===== config.mk =====
export PLATFORM = sky130hd
export DESIGN_NAME = irq_vector_ctrl
export DESIGN_NICKNAME = d
export VERILOG_FILES = /design/src/rtl/irqv_pkg.sv /design/src/rtl/irqv_regs.sv /design/src/rtl/irqv_slot_arb.sv /design/src/rtl/irq_vector_ctrl.sv
export SDC_FILE = /design/constraint.sdc
export NUM_CORES = 2
export LEC_CHECK = 0
export BUFFER_PORTS_ARGS = -buffer_cell sky130_fd_sc_hd__buf_2
export CORE_UTILIZATION = 42
export DETAILED_ROUTE_END_ITERATION = 8
export RECOVER_POWER = 50
export REMOVE_ABC_BUFFERS = 1
export SETUP_SLACK_MARGIN = 0.15
export SLEW_MARGIN = 20
export SYNTH_ARGS = -nofsm -noshare
export SYNTH_HDL_FRONTEND = slang
export SYNTH_HIERARCHICAL = 1
export SYNTH_SLANG_ARGS = --single-unit

===== constraint.sdc =====
create_clock -name clk -period 5.8 [get_ports clk]
set_input_delay 0.29 -clock clk [delete_from_list [all_inputs] [get_ports clk]]
set_output_delay 0.29 -clock clk [all_outputs]
set_load 0.02 [all_outputs]

===== src/rtl/irqv_pkg.sv =====
package irqv_pkg;
  localparam int unsigned A_IRQ_ST   = 0;
  localparam int unsigned A_FIQ_ST   = 1;
  localparam int unsigned A_RAW      = 2;
  localparam int unsigned A_CLASS    = 3;
  localparam int unsigned A_EN_SET   = 4;
  localparam int unsigned A_EN_CLR   = 5;
  localparam int unsigned A_VECTOR   = 6;
  localparam int unsigned A_DEFAULT  = 7;
  localparam int unsigned SLOT_ADDR_BASE = 16;
  localparam int unsigned SLOT_CTL_BASE  = 32;

  function automatic logic [31:0] class_split(input logic [31:0] raw,
                                              input logic [31:0] en,
                                              input logic [31:0] cls,
                                              input logic        want_fast);
    return want_fast ? (raw & en & cls) : (raw & en & ~cls);
  endfunction
endpackage


===== src/rtl/irqv_regs.sv =====
module irqv_regs #(
  parameter int N_SRC  = 32,
  parameter int N_SLOT = 16,
  parameter int DW     = 32,
  parameter int AW     = 7,
  parameter int NUM_W  = $clog2(N_SRC)
) (
  input  logic              clk,
  input  logic              rst_n,
  input  logic              wr,
  input  logic [AW-1:0]     addr,
  input  logic [DW-1:0]     wdata,
  output logic [N_SRC-1:0]  en_q,
  output logic [N_SRC-1:0]  cls_q,
  output logic [DW-1:0]     dflt_q,
  output logic [DW-1:0]     slot_addr_q [N_SLOT],
  output logic [NUM_W-1:0]  slot_num_q  [N_SLOT],
  output logic [N_SLOT-1:0] slot_en_q
);
  import irqv_pkg::*;

  always_ff @(posedge clk or negedge rst_n) begin
    if (!rst_n) begin
      en_q      <= '0;
      cls_q     <= '0;
      dflt_q    <= '0;
      slot_en_q <= '0;
      for (int s = 0; s < N_SLOT; s++) begin
        slot_addr_q[s] <= '0;
        slot_num_q[s]  <= '0;
      end
    end else if (wr) begin
      if (addr == AW'(A_CLASS))   cls_q  <= wdata[N_SRC-1:0];
      if (addr == AW'(A_EN_SET))  en_q   <= en_q | wdata[N_SRC-1:0];
      if (addr == AW'(A_EN_CLR))  en_q   <= en_q & ~wdata[N_SRC-1:0];
      if (addr == AW'(A_DEFAULT)) dflt_q <= wdata;
      for (int s = 0; s < N_SLOT; s++) begin
        if (addr == AW'(SLOT_ADDR_BASE + s)) slot_addr_q[s] <= wdata;
        if (addr == AW'(SLOT_CTL_BASE + s)) begin
          slot_num_q[s] <= wdata[NUM_W-1:0];
          slot_en_q[s]  <= wdata[NUM_W];
        end
      end
    end
  end
endmodule


===== src/rtl/irqv_slot_arb.sv =====
module irqv_slot_arb #(
  parameter int N_SRC  = 32,
  parameter int N_SLOT = 16,
  parameter int DW     = 32,
  parameter int NUM_W  = $clog2(N_SRC)
) (
  input  logic [N_SRC-1:0]  irq_st,
  input  logic [NUM_W-1:0]  slot_num [N_SLOT],
  input  logic [N_SLOT-1:0] slot_en,
  input  logic [DW-1:0]     slot_addr [N_SLOT],
  input  logic [DW-1:0]     dflt,
  output logic [N_SLOT-1:0] slot_hit,
  output logic [N_SLOT-1:0] win_oh,
  output logic              any_hit,
  output logic [DW-1:0]     vec
);
  for (genvar s = 0; s < N_SLOT; s++) begin : g_hit
    assign slot_hit[s] = slot_en[s] & irq_st[slot_num[s]];
  end

  assign any_hit = |slot_hit;

  always_comb begin
    logic found;
    found  = 1'b0;
    win_oh = '0;
    vec    = dflt;
    for (int s = 0; s < N_SLOT; s++) begin
      if (slot_hit[s] && !found) begin
        found     = 1'b1;
        win_oh[s] = 1'b1;
        vec       = slot_addr[s];
      end
    end
  end
endmodule


===== src/rtl/irq_vector_ctrl.sv =====
module irq_vector_ctrl #(
  parameter int N_SRC  = 32,
  parameter int N_SLOT = 16,
  parameter int DW     = 32,
  parameter int AW     = 7
) (
  input  logic             clk,
  input  logic             rst_n,
  input  logic [N_SRC-1:0] irq_src,
  input  logic [AW-1:0]    bus_addr,
  input  logic             bus_wr,
  input  logic [DW-1:0]    bus_wdata,
  output logic [DW-1:0]    bus_rdata,
  output logic             fiq_req,
  output logic             irq_req,
  output logic [DW-1:0]    vec_addr
);
  import irqv_pkg::*;
  localparam int NUM_W = $clog2(N_SRC);

  logic [N_SRC-1:0]  en_q, cls_q, fiq_st, irq_st;
  logic [DW-1:0]     dflt_q;
  logic [DW-1:0]     slot_addr_q [N_SLOT];
  logic [NUM_W-1:0]  slot_num_q  [N_SLOT];
  logic [N_SLOT-1:0] slot_en_q, slot_hit, win_oh;
  logic              any_hit;

  irqv_regs #(.N_SRC(N_SRC), .N_SLOT(N_SLOT), .DW(DW), .AW(AW), .NUM_W(NUM_W)) u_regs (
    .clk(clk), .rst_n(rst_n), .wr(bus_wr), .addr(bus_addr), .wdata(bus_wdata),
    .en_q(en_q), .cls_q(cls_q), .dflt_q(dflt_q),
    .slot_addr_q(slot_addr_q), .slot_num_q(slot_num_q), .slot_en_q(slot_en_q)
  );

  assign fiq_st  = N_SRC'(class_split(32'(irq_src), 32'(en_q), 32'(cls_q), 1'b1));
  assign irq_st  = N_SRC'(class_split(32'(irq_src), 32'(en_q), 32'(cls_q), 1'b0));
  assign fiq_req = |fiq_st;
  assign irq_req = |irq_st;

  irqv_slot_arb #(.N_SRC(N_SRC), .N_SLOT(N_SLOT), .DW(DW), .NUM_W(NUM_W)) u_arb (
    .irq_st(irq_st), .slot_num(slot_num_q), .slot_en(slot_en_q),
    .slot_addr(slot_addr_q), .dflt(dflt_q),
    .slot_hit(slot_hit), .win_oh(win_oh), .any_hit(any_hit), .vec(vec_addr)
  );

  always_comb begin
    bus_rdata = '0;
    if (bus_addr == AW'(A_IRQ_ST))  bus_rdata = DW'(irq_st);
    if (bus_addr == AW'(A_FIQ_ST))  bus_rdata = DW'(fiq_st);
    if (bus_addr == AW'(A_RAW))     bus_rdata = DW'(irq_src);
    if (bus_addr == AW'(A_CLASS))   bus_rdata = DW'(cls_q);
    if (bus_addr == AW'(A_EN_SET))  bus_rdata = DW'(en_q);
    if (bus_addr == AW'(A_VECTOR))  bus_rdata = vec_addr;
    if (bus_addr == AW'(A_DEFAULT)) bus_rdata = dflt_q;
    for (int s = 0; s < N_SLOT; s++) begin
      if (bus_addr == AW'(SLOT_ADDR_BASE + s)) bus_rdata = slot_addr_q[s];
      if (bus_addr == AW'(SLOT_CTL_BASE + s))  bus_rdata = DW'({slot_en_q[s], slot_num_q[s]});
    end
  end
endmodule


==> results_dict.tcl <==
set metrics [dict create \
    final_common_cell "dfrtp_1" \
    antenna_found_initial 10 \
    firstDrtPassIters 6 \
    worstPathRequired_ns 5.51 \
    grt_first_pass_wirelength_microns 289000 \
    ctsRootBufferMaster "clkbuf_16" \
    p_per_area_nw_per_um2 272 \
    cp-end-kind "output port" \
    clock_path_buffers 3 \
    place_hpwl_microns 137000 \
    drive_gt1_frac 0.425 \
    reg2reg_from "u_regs/slot_en_q[8]" \
    arrival_ns 6.03 \
    setup_viol 32 \
    die_area_sq_um 105000 \
    irDropWorstVdd_mv 0.275 \
    cp_top_family "compound AO/OA/AOI/OAI gates" \
    slowest_delay_ns 0.44 \
    worst_slew_pin_slew_ns 4.99 \
    maxCapViolations 1 \
    finalCritPeriodShare 1.09 \
    p_leak_nw 23.3 \
    routed_wirelength_microns 206000 \
    setup_ws_ns -0.518 \
    dpl_cell_area_sq_um 47400 \
    outcome "finished with violations" \
    overflow 0 \
    min_path_cells 2 \
    worstSetupPathDepth 24 \
    core_sq_um 102000 \
    vias_per_cell 7.12 \
    switching_share 0.311 \
    min-delay-start "bus_wdata[26]" \
    die_x_microns 324 \
    crit_fanout 5 \
    fmaxAchievable_mhz 158 \
    fin_area_sq_um 52100 \
    yosysWarningCount 6 \
    hold_viol 0 \
    wl_per_cell_microns 36.9 \
    htree_levels 3 \
    max_slew_margin -2.33 \
    power_frac_clock 0.385 \
    skew_ns 0 \
    grt.total_usage 0.389 \
    syn-cell-area_sq_um 43500 \
    slew_viol_final 96 \
    io_pins 140 \
    syn2layout_area_growth_pct 19.8 \
    grt_pass1_vias 38000 \
    path_class "reg -> out" \
    start_util 0.425 \
    dieHeight_microns 324 \
    p_total_mw 14.2 \
    combPwrFrac 0.204 \
    cts_sinks 704 \
    final_cell_mix "702 x dfrtp_1, 676 x mux2_2, 379 x buf_4" \
    grt_setup_unrepaired "yes" \
    failed_checks "capacitance limit, slew limit, setup timing" \
    cts_buffers 84 \
    path_common_cell "buf_4" \
    vias 39800 \
    rows 117 \
    io_buffers 139 \
    reg2reg_depth 2 \
    power_frac_seq 0.411 \
    r2r-end "u_regs/slot_en_q[8]" \
    detail-route-antenna-nets 0 \
    r2r_slack_ns 4.53 \
    syn_area_per_cell_sq_um 11.1 \
    holdWs_ns 0.0286 \
    start_kind "register" \
    drt_iter0_drc 5712 \
    cts_tree "yes" \
    worst_path_max_delay_cell "mux4_2" \
    clk_pin_slew_worst_paths_ns 0.06 \
    p_sw_mw 4.41 \
    clock_latency_ns 0.69 \
    syn_inst 3914 \
    fin_crit_ns 6.32 \
    worstPathCellList "and3b_2, buf_12, buf_4, mux4_2, nor2b_1, a211oi_1, o32a_2, inv_2, nor4_4, buf_4, nand4b_1, buf_6, buf_12, buf_4, a221o_1, a22oi_1, o31ai_2, a221oi_2, a2111oi_0, a21oi_1, nor3_1, buf_4, o31a_1, buf_2" \
    nNetsFinal 4212 \
    place_ws_ns -0.679 \
    p_int_mw 9.75 \
    grt_max_degree 160 \
    crit_buf_inv 9 \
    gp_congestion 1.05 \
    post-route-drc-count 0 \
    min_path_type "in -> reg" \
]
-- worst register-to-register path, stage by stage (launching register included) --
cell     delay, ns
dfrtp_2       0.36
buf_4         0.56
mux2_2        0.28
-- sequential cells by signal (all words and copies together), names as in the netlist, named ones only --
signal              flops
u_regs/slot_addr_q    512
u_regs/slot_num_q      80
u_regs/cls_q           32
u_regs/dflt_q          32
u_regs/slot_en_q       16
-- what timing repair did --
| action | CTS | global route |
|---|---|---|
| endpoints found under the setup margin | 55 | 32 |
| hold buffers | 1 | 0 |
| resized for setup | 151 | 152 |
| endpoints found under the hold margin | 90 | 0 |
| pin swaps | 39 | 63 |
| setup buffers | 27 | 29 |
-- worst max-delay path by stage --
stage / startpoint / slack (ns) / to
floorplan: register / -1.57 / bus_rdata[1]
global placement: irq_src[24] / -0.50 / bus_rdata[3]
detailed placement: irq_src[24] / -0.68 / bus_rdata[3]
CTS: register / -0.40 / bus_rdata[3]
global route: register / -0.57 / bus_rdata[1]
finish: register / -0.52 / bus_rdata[2]
-- through the flow --
stage / setup TNS (ns) / util / instances
global route: -43.43 / 0.510 / 5576
detailed placement: -0.915 / 0.464 / 5362
CTS: -3.01 / 0.500 / 5545
floorplan: -45.15 / - / 3479
finish: -7.60 / 0.510 / 5581
global placement: -0.659 / 0.464 / 5362
-- layer usage --
layer  wire length [microns]  part of all wire  track usage
met1                   81200              0.39        0.522
met2                   87200              0.42        0.562
met3                   23000              0.11       0.0987
met4                   14700             0.071        0.235
met5                      60           0.00029            0
-- power groups by stage --
stage	clock network [mW]	logic (mW)	registers (mW)
2_1_floorplan	0	1.24	5.72
3_3_place_gp	0	2.52	5.86
3_5_place_dp	0	2.54	5.86
4_1_cts	5.48	2.66	5.79
5_1_grt	5.67	2.98	5.86
6_report	5.45	2.89	5.82
-- layout make-up --
class / count / area, sq um
inverters: 26 / 98.8
fillers: 9220 / 50100
diodes: 6 / 15.0
clock buffers: 125 / 2440
repair buffers: 573 / 4750
multi-input cells: 2749 / 25100
flip-flops and latches: 704 / 17600
clock inverters: 30 / 367
well taps: 1368 / 1710
(Power assumes the default switching activity.)
